--- config.mk ---
export PLATFORM = sky130hd
export DESIGN_NAME = varlen_shreg
export DESIGN_NICKNAME = d
export VERILOG_FILES = /design/src/rtl/vls_pkg.sv /design/src/rtl/vls_rst_sync.sv /design/src/rtl/vls_sync.sv /design/src/rtl/vls_edge_qual.sv /design/src/rtl/vls_stages.sv /design/src/rtl/vls_tap.sv /design/src/rtl/varlen_shreg.sv
export SDC_FILE = /design/constraint.sdc
export NUM_CORES = 1
export LEC_CHECK = 0
export BUFFER_PORTS_ARGS = -buffer_cell sky130_fd_sc_hd__buf_4
export CAP_MARGIN = 25
export CORE_MARGIN = 5
export CORE_UTILIZATION = 65
export DETAILED_ROUTE_END_ITERATION = 10
export GPL_TIMING_DRIVEN = 0
export HOLD_SLACK_MARGIN = 0.12
export PLACE_DENSITY_LB_ADDON = 0.25
export SETUP_SLACK_MARGIN = 0.4
export SLEW_MARGIN = 25
export SYNTH_ARGS = -nofsm -noshare
export SYNTH_HDL_FRONTEND = slang
export SYNTH_SLANG_ARGS = --single-unit
export TNS_END_PERCENT = 30
--- constraint.sdc ---
create_clock -name clk -period 4 [get_ports clk]
set_clock_uncertainty 0.2 [all_clocks]
set_input_delay 0.8 -clock clk [delete_from_list [all_inputs] [get_ports clk]]
set_output_delay 0.8 -clock clk [all_outputs]
set_load 0.005 [all_outputs]
--- src/rtl/vls_pkg.sv ---
`timescale 1ns/1ps
package vls_pkg;
   parameter int unsigned VLS_MAX_LEN    = 64;
   parameter int unsigned VLS_SYNC_DEPTH = 2;

   typedef enum logic [1:0] {
      TRIG_NONE     = 2'd0,
      TRIG_CLK_RISE = 2'd1,
      TRIG_EN_FALL  = 2'd2
   } vls_trig_e;
endpackage

--- src/rtl/vls_rst_sync.sv ---
`timescale 1ns/1ps
module vls_rst_sync #(
   parameter int unsigned DEPTH = 2
) (
   input  logic clk,
   input  logic rst_async,
   output logic rst_sync
);
   logic [DEPTH-1:0] chain;

   always_ff @(posedge clk or posedge rst_async) begin
      if (rst_async) chain <= '1;
      else           chain <= {chain[DEPTH-2:0], 1'b0};
   end

   assign rst_sync = chain[DEPTH-1];
endmodule

--- src/rtl/vls_sync.sv ---
`timescale 1ns/1ps
module vls_sync #(
   parameter int unsigned DEPTH = 2,
   parameter int unsigned WIDTH = 2
) (
   input  logic             clk,
   input  logic [WIDTH-1:0] d,
   output logic [WIDTH-1:0] q
);
   logic [WIDTH-1:0] stage_q [DEPTH];

   generate
      for (genvar s = 0; s < DEPTH; s++) begin : g_stage
         if (s == 0) begin : g_first
            always_ff @(posedge clk) stage_q[0] <= d;
         end else begin : g_next
            always_ff @(posedge clk) stage_q[s] <= stage_q[s-1];
         end
      end
   endgenerate

   assign q = stage_q[DEPTH-1];
endmodule

--- src/rtl/vls_edge_qual.sv ---
`timescale 1ns/1ps
module vls_edge_qual
   import vls_pkg::*;
(
   input  logic clk,
   input  logic rst,
   input  logic ck_s,
   input  logic en_s,
   output logic fire
);
   logic      ck_d;
   logic      en_d;
   logic      armed;
   vls_trig_e kind;

   // history keeps sampling during reset so it is valid at release
   always_ff @(posedge clk) begin
      ck_d <= ck_s;
      en_d <= en_s;
   end

   always_ff @(posedge clk or posedge rst) begin
      if (rst) armed <= 1'b0;
      else     armed <= 1'b1;
   end

   always_comb begin
      kind = TRIG_NONE;
      if (ck_s && !ck_d && !en_s)      kind = TRIG_CLK_RISE;
      else if (!en_s && en_d && ck_s)  kind = TRIG_EN_FALL;
   end

   assign fire = armed && !rst && (kind != TRIG_NONE);
endmodule

--- src/rtl/vls_stages.sv ---
`timescale 1ns/1ps
module vls_stages #(
   parameter int unsigned N = 64
) (
   input  logic         clk,
   input  logic         rst,
   input  logic         shift,
   input  logic         din,
   output logic [N-1:0] stages
);
   generate
      for (genvar g = 0; g < N; g++) begin : g_cell
         if (g == 0) begin : g_head
            always_ff @(posedge clk or posedge rst) begin
               if (rst)        stages[0] <= 1'b0;
               else if (shift) stages[0] <= din;
            end
         end else begin : g_body
            always_ff @(posedge clk or posedge rst) begin
               if (rst)        stages[g] <= 1'b0;
               else if (shift) stages[g] <= stages[g-1];
            end
         end
      end
   endgenerate
endmodule

--- src/rtl/vls_tap.sv ---
`timescale 1ns/1ps
module vls_tap #(
   parameter int unsigned N = 64,
   parameter int unsigned W = 6
) (
   input  logic [N-1:0] stages,
   input  logic [W-1:0] code,
   output logic         q,
   output logic         q_n
);
   assign q   = stages[code];
   assign q_n = ~q;
endmodule

--- src/rtl/varlen_shreg.sv ---
`timescale 1ns/1ps
module varlen_shreg #(
   parameter int unsigned MAX_LEN    = vls_pkg::VLS_MAX_LEN,
   parameter int unsigned SYNC_DEPTH = vls_pkg::VLS_SYNC_DEPTH,
   localparam int unsigned SEL_W     = $clog2(MAX_LEN)
) (
   input  logic             clk,
   input  logic             rst_in,
   input  logic             din_a,
   input  logic             din_b,
   input  logic             sel_b,
   input  logic             shift_clk,
   input  logic             shift_en,
   input  logic [SEL_W-1:0] len_code,
   output logic             q,
   output logic             q_n
);
   generate
      if (MAX_LEN < 2 || (1 << SEL_W) != MAX_LEN) begin : g_bad_len
         $error("MAX_LEN must be a power of two of at least 2");
      end
      if (SYNC_DEPTH < 2) begin : g_bad_sync
         $error("SYNC_DEPTH must be at least 2");
      end
   endgenerate

   logic               rst_int;
   logic [1:0]         trig_s;
   logic               fire;
   logic               entry_bit;
   logic [MAX_LEN-1:0] stages;

   vls_rst_sync #(.DEPTH(SYNC_DEPTH)) u_rst (
      .clk(clk), .rst_async(rst_in), .rst_sync(rst_int)
   );

   vls_sync #(.DEPTH(SYNC_DEPTH), .WIDTH(2)) u_sync (
      .clk(clk), .d({shift_en, shift_clk}), .q(trig_s)
   );

   vls_edge_qual u_qual (
      .clk(clk), .rst(rst_int), .ck_s(trig_s[0]), .en_s(trig_s[1]), .fire(fire)
   );

   assign entry_bit = sel_b ? din_b : din_a;

   vls_stages #(.N(MAX_LEN)) u_stages (
      .clk(clk), .rst(rst_int), .shift(fire), .din(entry_bit), .stages(stages)
   );

   vls_tap #(.N(MAX_LEN), .W(SEL_W)) u_tap (
      .stages(stages), .code(len_code), .q(q), .q_n(q_n)
   );
endmodule

Yosys cells after proc, flatten, opt, wreduce, memory -nomap -nowiden

Memories as Yosys holds them, arrays and structs flattened.
Cells that the tools add are included.

RAM bits: 4
Memories: 1
Output and inout port bits: 2
Bits of input ports: 13
Bits in registers: 69
Word-level logic and storage cells: 86

Bitwise operators: 1
Magnitude comparators: 1
Multiplexer cells: 5
Reductions and logical operators: 10

Memories:

| memory         | words | bits a word | read ports | clocked after memory_dff | wr ports | RTL line       | RTL |
|---|---|---|---|---|---|---|---|
| u_sync.stage_q | 2     | 2           | 2          | 0                        | 2        | vls_sync.sv:10 | `logic [WIDTH-1:0] stage_q [DEPTH];` |

Operator list:

| kind                                                       | number |
|---|---|
| less-than comparator 6 x 7 -> 1 bit, second input constant | 1 |
| binary-select mux 1 bit (select 6 bit)                     | 1 |
| logical AND 1 bit                                          | 6 |
| two-way mux 2 bit                                          | 2 |
| logical NOT 1 bit                                          | 3 |
| two-way mux 1 bit                                          | 2 |
| nonzero test 2 bit                                         | 1 |
| NOT 1 bit                                                  | 1 |

Longest topological paths before layout

Gate-level depths: netlist of the first run.

Depth after elaboration: 7
Gate-level depth with buffers: 7
Depth with buffers taken out: 5

Cells and area by module

A second synthesis of the first run with hierarchy kept.

Cells, all modules: 212
Area total of the unflattened synthesis: 3,614.7 um^2

By module, submodules not included:

| module        | area each (um^2) | instances | seq. area each (um^2) | cells each |
|---|---|---|---|---|
| vls_stages    | 2,682.6          | 1         | 1,601.5               | 136 |
| vls_tap       | 666.9            | 1         | 0.0                   | 57 |
| vls_edge_qual | 95.1             | 1         | 65.1                  | 8 |
| vls_sync      | 95.1             | 1         | 80.1                  | 6 |
| vls_rst_sync  | 60.1             | 1         | 52.6                  | 4 |
| varlen_shreg  | 15.0             | 1         | 0.0                   | 1 |

Worst setup path before layout of the first run

OpenSTA, ideal clock, no wires.

Path type: input-to-output
Start: input len_code[0]
End: output q_n
Arrival: 2,082 ps
Buffers on the path: 2
Cell stages on the path: 7
Required time: 3,000 ps
Path slack: 918 ps
Path through: buf_6 > buf_12 > mux4_1 > mux2i_1 > mux2i_1 > mux2i_1 > mux2_2

Word-level cells in the longest chain between the ends: 3

RTL lines:

| what                                    | RTL line           | RTL |
|---|---|---|
| start, declared                         | varlen_shreg.sv:14 | `input logic [SEL_W-1:0] len_code,` |
| binary-select mux 1 bit (select 6 bit)  | vls_tap.sv:11      | `assign q = stages[code];` |
| two-way mux 1 bit (implied by the code) | vls_tap.sv:11      |  |
| NOT 1 bit                               | vls_tap.sv:12      | `assign q_n = ~q;` |
| end, declared                           | varlen_shreg.sv:16 | `output logic q_n` |

No other way between the ends. The select of a mux whose other input is x is not followed.

Worst setup path after layout of the first run

Start: input len_code[1]
End: output q_n

Same word-level chain as after synthesis.

==> out/results.ini, run 1 <==
[clocking]
cts_max_path_buffers=2
cts_resized=0
post_cts_buffers=0
clkSinkCount=73
insertion_delay_ns=0.35
cts_max_level=3
cts-root-buf=clkbuf_8
cts_tree=done
cts_made_buffers=9
path_clk_slew_ns=0.07

[critical_path]
r2r_end=u_stages.stages[59]
cp_data_arrival_time_ns=2.41
r2r-start=u_rst.chain[1]
crit_fanout=10
r2r_setup_slack_ns=1.85
end_kind=output port
worst-endpoint-required_ns=3.00
critPathLaunchType=input pin
path_class=in2out
reg2reg_depth=5
startpoint=len_code[1]

[die]
die_w_microns=80.08
io_pins=15
die-area_sq_mm=0.006412
rows=25
die_h_microns=80.08
fp.coreArea_sq_mm=0.004755
start_util_pct=67.13

[place]
io_buffers=11
dp.cells=270
place_congestion=0.8032
dpl_cell_area_sq_mm=0.003381
hpwl_microns=3606

[route]
routed_via_density=5.753
vias=1651
wl_per_cell_microns=17.96
post-route-drc-count=0
initialDrtViolationCount=62
wl_microns=5155
ant_nets=0
first_pass_iters=4

[run]
drv_cap=0

[synth]
synth-seq-cells=73
syn_area_per_cell_sq_um=16.71
netlist_instances=191
seq_area_frac_synth_pct=56.37
netlist_area_sq_mm=0.003192
synth_nets=204
yosys_warnings=0
synth_cell_type_count=19

[pwr]
power.share.combinational_pct=6.7
pwr-share-seq_pct=54.1
p_sw_share_pct=22.44
p_leak_nw=1.817
p_switching_w=0.0003237
p_per_area_mw_per_mm2=402.1
power_frac_clock_pct=39.2
power_w=0.001442
ir_worst_vdd_mv=0.2796
p_int_w=0.001119

[sta]
drv_slew=0
worst_pin_slew_ns=0.5033
rsz0062_at_grt=false
hold_viol=0
relSlewSlack_pct=66.45
setup_viol=0
timing.fmax_ghz=0.2929
tns_ns=0
fin_crit_sh_pct=85.36
period_needed_ns=3.414

[global_routing]
grt_overflow=0
grt_pass1_vias=1817
antenna_found_initial=0
grt_max_degree=38
grt_usage_pct=19.42
grt_pass1_wl_microns=9066

[layout]
final_cell_mix=dfrtp_1, mux2_2, mux2i_1
final_nets=228
layout_commonest_cell=dfrtp_1
finalInstanceArea_sq_mm=0.003587
diodes=0
final_cell_count_no_fill=287
drive_above_1_share_pct=51.36
areaGrowthSynthToFinish_pct=12.39

[outcome]
status=completed

[worst_hold_path]
worstHoldStart=u_sync.stage_q[0][0]
holdPathStages=0
hp-class=reg2reg
worstHoldEndpoint=u_sync.stage_q[0][2]

-- cells by family (layout without fill, tap and decap cells) --
family,after synthesis,count (layout),share of synthesized area [%]
AOI/OAI and AO/OA,2,2,0.4311
DFF,73,73,56.37
and+or+nand+nor,2,2,0.2350
muxes,96,96,39.71
buffers and inverters,16,45,3.018
other,2,2,0.2353
-- flip-flops by register name, indices dropped and copies added (netlist names) --
| register | flops |
|---|---|
| u_qual.armed | 1 |
| u_qual.ck_d | 1 |
| u_qual.en_d | 1 |
| u_rst.chain | 2 |
| u_sync.stage_q | 4 |
| u_stages.stages | 64 |
-- cells in the mapped netlist --
cell,number,area share (%)
buf_12,1,0.63
buf_2,6,0.94
buf_4,1,0.24
buf_6,1,0.35
clkbuf_1,3,0.35
clkbuf_2,1,0.16
conb_1,2,0.24
dfrtp_1,65,51
dfstp_2,2,1.6
dfxtp_1,6,3.8
inv_1,3,0.35
mux2_2,64,23
mux2i_1,16,5.0
mux4_1,7,5.8
mux4_2,9,6.4
nand2_1,1,0.12
nor2_1,1,0.12
o2111ai_1,1,0.27
o21ai_0,1,0.16
-- critical path: stages --
cell and delay, ns:
buf_4 0.11, buf_4 0.21, mux4_2 0.52, mux2i_1 0.20
mux2i_1 0.10, mux2i_1 0.18, mux2_2 0.19, buf_4 0.10
-- through the flow --
step / worst slack (ns) / hold WS, ns / utilization [%]
6_report: 0.5856 / 0.1311 / 75.45
5_1_grt: 0.5149 / 0.1466 / 75.45
4_1_cts: 0.6007 / 0.1362 / 75.45
3_5_place_dp: 0.6110 / 0.05337 / 71.11
3_3_place_gp: 0.6280 / 0.1113 / 70.63
2_1_floorplan: 0.9184 / 0.1096 / -
-- power groups by stage --
stage / clock network, W / registers [W] / logic (W)
floorplan: 0 / 0.000788 / 0.0000714
global placement: 0 / 0.000792 / 0.0000906
detailed placement: 0 / 0.000795 / 0.0000981
CTS: 0.000578 / 0.000780 / 0.0000993
global route: 0.000613 / 0.000784 / 0.000106
finish: 0.000565 / 0.000780 / 0.0000972
-- what timing repair did --
action                                  in CTS  in global routing
hold endpoints to repair                    28                  0
hold buffers                                 1                  0
endpoints found under the setup margin       0                  0
-- cell type report --
type                       count  area, sq um
clock inverter                 5        55.05
inverter                       3        13.76
timing repair buffer          13        112.6
tap                           67        83.83
multi-input combinational    102         1296
fill                         281         1167
buffer                        13        85.08
sequential                    73         1799
clock buffer                  11        141.4
-- layer usage --
metal | part of all wire, % | wire length (microns) | GRT usage (%) | vias up
met3 | 4.2 | 216 | 7.175 | 6
met1 | 44 | 2253 | 24.77 | 858
met2 | 51 | 2620 | 30.71 | 28
met5 | 0 | 0 | 0 | -
li1 | - | - | - | 759
met4 | 1.2 | 64 | 6.757 | 0
-- worst max-delay path by stage --
| stage | end |
|---|---|
| 5_1_grt | q_n |
| 3_3_place_gp | q_n |
| 6_report | q_n |
| 4_1_cts | q_n |
| 3_5_place_dp | q_n |
| 2_1_floorplan | q_n |
(Power assumes the default switching activity.)
==> inputs of run 2 (changes only) <==
CORE_UTILIZATION = 60   (was 65)
clock period = 3.7 ns   (was 4 ns; I/O delays follow)
==> out/results.ini, run 2 (synthesis gave the netlist of run 1 again) <==
[route]
post-route-drc-count=0  ; unchanged
routed_via_density=5.650  ; -1.8%
ant_nets=0  ; unchanged
first_pass_iters=4  ; unchanged
vias=1661  ; +0.61%
wl_per_cell_microns=18.47  ; +2.8%
initialDrtViolationCount=59  ; -4.8%
wl_microns=5429  ; +5.3%

[layout]
diodes=0  ; unchanged
drive_above_1_share_pct=53.57  ; +2.2 points
reg_top3=u_stages.stages (64), u_sync.stage_q (4), u_rst.chain (2)
final_nets=232  ; +1.8%
largest_reg_flops=64  ; unchanged
finalInstanceArea_sq_mm=0.003685  ; +2.7%
final_cell_count_no_fill=294  ; +2.4%
layout_commonest_cell=dfrtp_1
top_register=u_stages.stages
areaGrowthSynthToFinish_pct=15.44
final_cell_mix=dfrtp_1, mux2_2, mux2i_1, buf_4, mux4_2

[run]
drv_cap=0  ; unchanged

[critical_path]
crit_fanout=4  ; -6
cp_data_arrival_time_ns=2.28  ; -0.13 ns
end_kind=output port
path_class=in2out
path_cells=buf_4 -> buf_12 -> mux4_2 -> mux2i_2 -> mux2i_1 -> mux2i_1 -> mux2_4 -> buf_4
worst-endpoint-required_ns=2.76  ; -0.24 ns
critPathLaunchType=input pin
startpoint=len_code[1]
r2r-start=u_rst.chain[1]
max_stage_delay_ns=0.50  ; -0.02 ns
slowest_stage=mux4_2

[clocking]
cts_made_buffers=9  ; unchanged
path_clk_slew_ns=0.07  ; about the same
cts_max_path_buffers=2  ; unchanged
insertion_delay_ns=0.33  ; -0.02 ns
cts_max_level=3  ; unchanged
cts-root-buf=clkbuf_8
clkSinkCount=73  ; unchanged
cts_tree=done

[global_routing]
grt_pass1_vias=1900  ; +4.6%
antenna_found_initial=0  ; unchanged
grt_overflow=0  ; unchanged
grt_usage_pct=17.43  ; -2.0 points
grt_max_degree=35  ; -7.9%
grt_pass1_wl_microns=9501  ; +4.8%

[die]
die_h_microns=82.94  ; +3.6%
rows=26  ; +4.0%
fp.coreArea_sq_mm=0.005140  ; +8.1%
start_util_pct=62.10  ; -5.0 points
die-area_sq_mm=0.006878  ; +7.3%
io_pins=15  ; unchanged
die_w_microns=82.94  ; +3.6%

[sta]
worst_slack_ns=0.4801  ; -0.1055 ns
timing.fmax_ghz=0.3106
worst_pin_slew_ns=0.5144  ; +0.01111 ns
relSlewSlack_pct=65.71  ; -0.74 points
setup_viol=0  ; unchanged
rsz0062_at_grt=false
fin_crit_sh_pct=87.02
tns_ns=0  ; unchanged
hold_slack_ns=0.1292  ; -0.001869 ns
hold_viol=0  ; unchanged
drv_slew=0  ; unchanged
period_needed_ns=3.220

[pwr]
p_leak_nw=1.859  ; +2.3%
ir_worst_vdd_mv=0.3188  ; +14%
p_per_area_mw_per_mm2=462.8  ; +15%

[worst_hold_path]
worstHoldStart=u_sync.stage_q[0][0]
hp-class=reg2reg

[place]
dp.cells=273  ; +1.1%
place_congestion=0.7457  ; -7.2%
dpl_cell_area_sq_mm=0.003385  ; +0.11%
hpwl_microns=3850  ; +6.8%
pre_cts_ws_ns=0.3738  ; -0.2372 ns
io_buffers=11  ; unchanged

[outcome]
status=completed

==> run 2: final timing paths <==
path	to	slack (ns)	cells past startpoint
min in group asynchronous	u_rst.chain[1]	0.22	2
worst max register to register	u_stages.stages[2]	1.54	5
worst max-delay path	q_n	0.48	8
worst min register to register	u_sync.stage_q[0][2]	0.13	0
max in group asynchronous	u_stages.stages[55]	2.14	3
worst min-delay path	u_sync.stage_q[0][2]	0.13	0
==> run 2: what timing repair did <==
action | 4_1_cts | 5_1_grt
endpoints found under the setup margin | 2 | 2
endpoints found under the hold margin | 31 | 0
hold buffers | 1 | 0
gates resized for setup | 2 | 6
buffers inserted | 0 | 4
==> run 2: critical path, delay by kind of cell <==
kind	cells	cell delay [ns]
buffers and inverters	3	0.34
multiplexers	5	1.21
==> run 2: cell type report <==
class / count / area [sq um]
Tap cell: 70 / 87.58
Buffer: 13 / 100.1
Timing Repair Buffer: 17 / 142.6
Clock inverter: 5 / 103.9
Clock buffer: 11 / 141.4
Inverter: 3 / 13.76
Fill cell: 343 / 1455
Multi-Input combinational cell: 102 / 1296
Sequential cell: 73 / 1799
==> run 2: where the power goes <==
group          switching (W)  internal (W)
sequential         0.0000192      0.000825
combinational      0.0000533     0.0000631
clock               0.000278      0.000467
==> run 2: per-layer routing <==
layer  vias up  GRT usage, %  part of all wire (%)  routed length (microns)
li1        764             -                     -                        -
met1       869         22.14                    43                     2336
met2        21         29.30                    53                     2895
met3         7         4.653                   2.5                      134
met4         0         5.349                   1.1                       62
met5         -             0                     0                        0
==> run 2: through the flow <==
step | power [W] | utilization (%)
after floorplan | 0.0009289 | -
after global placement | 0.0009542 | 65.41
after detailed placement | 0.0009686 | 65.85
after CTS | 0.001721 | 70.96
after global routing | 0.001778 | 71.69
final | 0.001705 | 71.69
